**src/rtl/wp_gate.sv**
```systemverilog
module wp_gate #(
  parameter int SECT_W    = 8,
  parameter int BLK_SH    = 4,
  parameter int BOOT_SECT = 16,
  parameter int OP_CYCLES = 8,
  localparam int NUM_BLK  = 1 << (SECT_W - BLK_SH),
  localparam int IDX_W    = SECT_W - BLK_SH,
  localparam int SEL_W    = $clog2(NUM_BLK + 1)
) (
  input  logic              clk,
  input  logic              rst_n,
  input  logic              req,
  input  logic [SECT_W-1:0] req_sect,
  input  logic              tbl_n,
  input  logic              wp_n,
  input  logic              lk_we,
  input  logic [SEL_W-1:0]  lk_sel,
  input  logic              lk_wdata,
  output logic              lk_rdata,
  output logic              wr_en,
  output logic              deny
);
  localparam int BOOT_BASE = (1 << SECT_W) - BOOT_SECT;
  localparam int CW = $clog2(OP_CYCLES + 1);
  localparam logic [SECT_W:0] BASE_V = BOOT_BASE[SECT_W:0];
  localparam logic [SEL_W-1:0] BOOT_SEL = NUM_BLK[SEL_W-1:0];

  logic [NUM_BLK-1:0] blk_lk;
  logic               boot_lk;
  logic [CW-1:0]      cnt;

  wire             in_boot = {1'b0, req_sect} >= BASE_V;
  wire [IDX_W-1:0] blk_idx = req_sect[SECT_W-1:BLK_SH];
  wire             sel_blk = lk_sel < BOOT_SEL;
  wire             guarded = in_boot ? (~tbl_n | boot_lk) : (~wp_n | blk_lk[blk_idx]);
  wire             take    = req & ~wr_en;

  assign lk_rdata = sel_blk ? blk_lk[lk_sel[IDX_W-1:0]]
                  : (lk_sel == BOOT_SEL) ? boot_lk : 1'b0;

  always_ff @(posedge clk) begin
    if (!rst_n) begin
      blk_lk  <= '1;
      boot_lk <= 1'b1;
    end else if (lk_we) begin
      if (sel_blk) blk_lk[lk_sel[IDX_W-1:0]] <= lk_wdata;
      else if (lk_sel == BOOT_SEL) boot_lk <= lk_wdata;
    end
  end

  always_ff @(posedge clk) begin
    if (!rst_n) begin
      wr_en <= 1'b0;
      deny  <= 1'b0;
      cnt   <= '0;
    end else begin
      deny <= take & guarded;
      if (take && !guarded) begin
        wr_en <= 1'b1;
        cnt   <= CW'(OP_CYCLES - 1);
      end else if (wr_en) begin
        if (cnt == '0) wr_en <= 1'b0;
        else cnt <= cnt - 1'b1;
      end
    end
  end
endmodule


```
**config.mk**
```make
export PLATFORM = sky130hd
export DESIGN_NAME = wp_gate
export DESIGN_NICKNAME = d
export VERILOG_FILES = /design/src/rtl/wp_gate.sv
export SDC_FILE = /design/constraint.sdc
export NUM_CORES = 1
export LEC_CHECK = 0
export CORE_MARGIN = 10
export CORE_UTILIZATION = 50
export CTS_CLUSTER_DIAMETER = 40
export DETAILED_ROUTE_END_ITERATION = 8
export DONT_BUFFER_PORTS = 1
export PLACE_DENSITY = 0.68
export SKIP_CTS_REPAIR_TIMING = 1
export SLEW_MARGIN = 20
export SYNTH_ARGS = -nofsm -noshare
export SYNTH_HDL_FRONTEND = slang
export SYNTH_SLANG_ARGS = --single-unit
```
**constraint.sdc**
```tcl
create_clock -name clk -period 1.8 [get_ports clk]
set_clock_uncertainty 0.1 [all_clocks]
set_input_delay 0.18 -clock clk [delete_from_list [all_inputs] [get_ports clk]]
set_output_delay 0.18 -clock clk [all_outputs]
set_load 0.03 [all_outputs]
```
==> flow_results.org <==
** Outcome
- The flow ran to the end, but the final reports show violations.
- The checks that failed: hold timing, setup timing.

** Final layout
- Final standard cell utilization of the core :: 61.8%
- The repair_antennas step left the layout with diodes totalling 0.
- In the final layout, the multi-input gates occupy 845 um2.
- Share of post-route cells with drive strength above 1 :: 22.0%
- Across the whole layout, storage elements account for 472 um2.
- Excluding fillers, the count of instances in the completed layout stands at 198.
- Fill cells :: 232
- Layout-stage area growth over the synthesis result :: 16.6%
- The final layout contains 190 nets.

** Logic synthesis
- Average instance area after synthesis :: 8.69 um2
- Async set-or-reset flop fraction in the synthesized netlist :: 0%
- Syn nets :: 175
- Simple logic cell fraction of the synthesized area :: 23.8%
- Post-synthesis compound-gate area fraction :: 19.4%
- Share of the synthesized area in the top cell type :: 34.4%
- Share of synthesized cell area in full adder, half adder and majority cells :: 0.935%
- The cell count after synthesis came out at 154.
- Multiplexer fraction of the synthesized cell area :: 17.4%
- Share of the synthesized netlist area taken by xor and xnor gates :: 0%
- Commonest register cell after synthesis :: sky130_fd_sc_hd__dfxtp_1
- Sequential cells were found to cover 34.4% of the synthesized design area.
- Synthesis inferred 23 register bits.
- Library cell occupying the most area in the post-synthesis netlist :: sky130_fd_sc_hd__dfxtp_1
- Largest family of logic cells by synthesized area :: simple AND/OR/NAND/NOR gates
- The cell area that synthesis handed to floorplanning was 0.00134 mm2.
- By area the synthesized netlist is led by sky130_fd_sc_hd__dfxtp_1 34%, sky130_fd_sc_hd__mux2i_1 9.0%, sky130_fd_sc_hd__mux4_2 8.4%.
- Count of unique library cells instantiated by Yosys :: 34
- The synthesized design contains 0 enable-type register cells.
- Yosys printed 0 warnings.

** Routing
- Total wire length after detailed routing :: 3550 um
- Number of vias per cell after detailed routing :: 6.37
- The detail route stage leaves a number of antenna-violating nets equal to 0.
- Iteration count of the initial detailed-routing pass :: 4
- In this run, the number of DRC markers left after iteration 0 of detailed routing was 64.
- Post-route DRC :: 0
- The detailed router placed 1262 vias in this run.
- In the final routed layout, each cell accounts on average for 17.9 um.

** Die
- The die covers 0.00514 mm2.
- 23 I/O pins were placed.
- Row cnt :: 18
- Floorplan Core Area :: 0.00252 mm2
- From bottom edge to top edge, the die measures 71.7 um.
- Starting density of the core :: 53.0%
- Measured along the x axis, the die boundary spans 71.7 um.

** Clock network
- Total clock buffers created by CTS :: 3
- After clock tree synthesis, the clock-pin slew on the worst setup and hold paths is 0.13 ns.
- Clock sinks :: 23
- Clock latency reported for the late side of the worst-skew pair :: 0.32 ns
- Max H-tree Level :: 1
- The tree is rooted in a sky130_fd_sc_hd__clkbuf_4.
- TritonCTS built the clock tree.
- The longest clock path from root to sink contains 2 buffers.

** Pwr
- Dividing total power by cell area gives a power density of 578 mW/mm2.
- IR analysis of the VDD net gives a maximum drop of 0.655 mV.
- The analysis attributes to cell leakage a power of 0.604 nW.
- After layout, the design draws a total of 901 uW.

** Timing
- Post-route fraction of the period consumed by the critical path :: 116%
- Setup repair after global routing could not meet its margin everywhere.
- Worst Hold Slack :: -0.00598 ns
- The number of endpoints with negative hold slack in the final report came to 3.
- Pin slew with the least headroom to its limit :: 0.783 ns
- Final Max Slew Viols :: 0
- Minimum period implied by the final worst setup slack :: 2.08 ns
- Final Setup Violations :: 2
- Maximum clock frequency :: 480 MHz
- Final worst setup slack :: -0.285 ns
- The worst pin sits at a relative slew slack of 47.6%.

** Placement
- Final RePlAce weighted congestion :: 0.829
- Detailed placer's ending HPWL :: 2480 um
- After detailed placement, the design holds a cell count of 183.
- Number of buffer cells added on primary ports :: 0

** Worst setup path
- Of all nets on the critical path, the largest fanout is 3.
- At the worst endpoint, the required time is 1.52 ns.
- Data arrival time at the worst-slack endpoint :: 1.80 ns
- Critical path type :: reg2out
- Number of cells traversed by the worst register-to-register path :: 5
- The worst setup path is launched from a flip-flop.
- Endpoint type of the worst setup path :: output pin

** Min path
- The path class of the tightest hold or removal check is in2reg.
- Cell depth of the worst hold path :: 3

** Global routing
- Final global-route overflow total :: 0
- Global routing used 12.5% of the available tracks.
- Number of antenna violations at the first check in global routing :: 0
- Maximum number of pins on one net before global-route repair :: 25
- The first global-routing pass estimated 5400 um of wire.
- Vias in the first global route :: 1153

** Job
- Across the run, the number of max-cap violations was 0.
==> cell families after synthesis <==
family | count (synthesis)
and+or+nand+nor | 62
AOI/OAI and AO/OA | 37
DFF | 23
muxes | 17
buffers and inverters | 14
adders and majority gates | 1
==> cells in the final DEF, fill, tap and decap left out, types with 2 or more instances in the layout <==
cell                            count
sky130_fd_sc_hd__nor2_1             4
sky130_fd_sc_hd__nand2_1           27
sky130_fd_sc_hd__a31o_2             2
sky130_fd_sc_hd__o211ai_1          14
sky130_fd_sc_hd__a21oi_1            2
sky130_fd_sc_hd__mux2i_1           12
sky130_fd_sc_hd__nor3_1             2
sky130_fd_sc_hd__nand2b_1           2
sky130_fd_sc_hd__nor2b_1            5
sky130_fd_sc_hd__mux4_2             5
sky130_fd_sc_hd__a22oi_1            3
sky130_fd_sc_hd__o311ai_0           3
sky130_fd_sc_hd__nand4_1            3
sky130_fd_sc_hd__dlygate4sd3_1      8
sky130_fd_sc_hd__a31oi_1            2
sky130_fd_sc_hd__o21ai_0            7
sky130_fd_sc_hd__buf_4             10
sky130_fd_sc_hd__nor3b_1            2
sky130_fd_sc_hd__inv_1              5
sky130_fd_sc_hd__dfxtp_1           14
sky130_fd_sc_hd__dfxtp_2            9
sky130_fd_sc_hd__nand3_1            9
sky130_fd_sc_hd__clkbuf_4           3
==> where the power goes <==
part           total (mW)  internal (mW)  switching (mW)
Combinational       0.128         0.0634          0.0641
Sequential          0.529          0.519         0.00963
Clock               0.245         0.0833           0.161
==> per-stage QoR <==
step | hold WS, ns | setup TNS [ns] | area (um2) | worst slack [ns]
after floorplan | 0.205 | 0 | 1340 | 0.00225
after global routing | -0.000109 | -0.434 | 1560 | -0.332
after detailed placement | 0.151 | -0.0368 | 1400 | -0.0368
after global placement | 0.146 | 0 | 1400 | 0.00609
after CTS | -0.194 | -0.418 | 1430 | -0.343
final | -0.00598 | -0.287 | 1560 | -0.285
==> layer usage <==
layer / global-route usage, % / share of wire [%]
met2: 22.8 / 53
met5: 0 / 0
met3: 4.27 / 5.6
met1: 13.3 / 40
met4: 3.01 / 1.2
==> critical path, stage by stage (launching register included) <==
cell,delay [ns]
sky130_fd_sc_hd__dfxtp_2,0.36
sky130_fd_sc_hd__mux4_2,0.46
sky130_fd_sc_hd__mux4_2,0.49
sky130_fd_sc_hd__inv_2,0.08
sky130_fd_sc_hd__o21ai_4,0.09
==> state kept, by name (all words and copies together) (netlist names) <==
signal and cells:
blk_lk 16, boot_lk 1, cnt 4, deny 1
wr_en 1
==> cell type report <==
class,count,share of cell area [%]
repair buffers,18,9.95
well taps,30,2.41
clock inverters,1,0.321
multi-input cells,117,54.2
flip-flops and latches,23,30.3
inverters,6,1.44
clock buffers,3,1.44
==> cells in the mapped netlist, types with 3 or more instances <==
cell type	n
sky130_fd_sc_hd__o311ai_0	3
sky130_fd_sc_hd__nand3_1	9
sky130_fd_sc_hd__clkbuf_1	6
sky130_fd_sc_hd__nor2_1	4
sky130_fd_sc_hd__nand4_1	3
sky130_fd_sc_hd__inv_1	6
sky130_fd_sc_hd__o21ai_0	7
sky130_fd_sc_hd__mux2i_1	12
sky130_fd_sc_hd__nand2_1	27
sky130_fd_sc_hd__a22oi_1	3
sky130_fd_sc_hd__dfxtp_1	23
sky130_fd_sc_hd__o211ai_1	14
sky130_fd_sc_hd__nor2b_1	5
sky130_fd_sc_hd__mux4_2	5
==> path summary, 6_finish.rpt <==
kind	startpoint	endpoint	slack (ns)
setup / recovery	blk_lk[13]$_SDFFE_PN1P_	lk_rdata	-0.28
hold / removal	lk_sel[3]	blk_lk[6]$_SDFFE_PN1P_	-0.006
hold reg to reg	blk_lk[12]$_SDFFE_PN1P_	blk_lk[12]$_SDFFE_PN1P_	0.41
setup reg to reg	cnt[0]$_SDFFE_PN0P_	cnt[3]$_SDFFE_PP0P_	0
(Power assumes the default switching activity.)
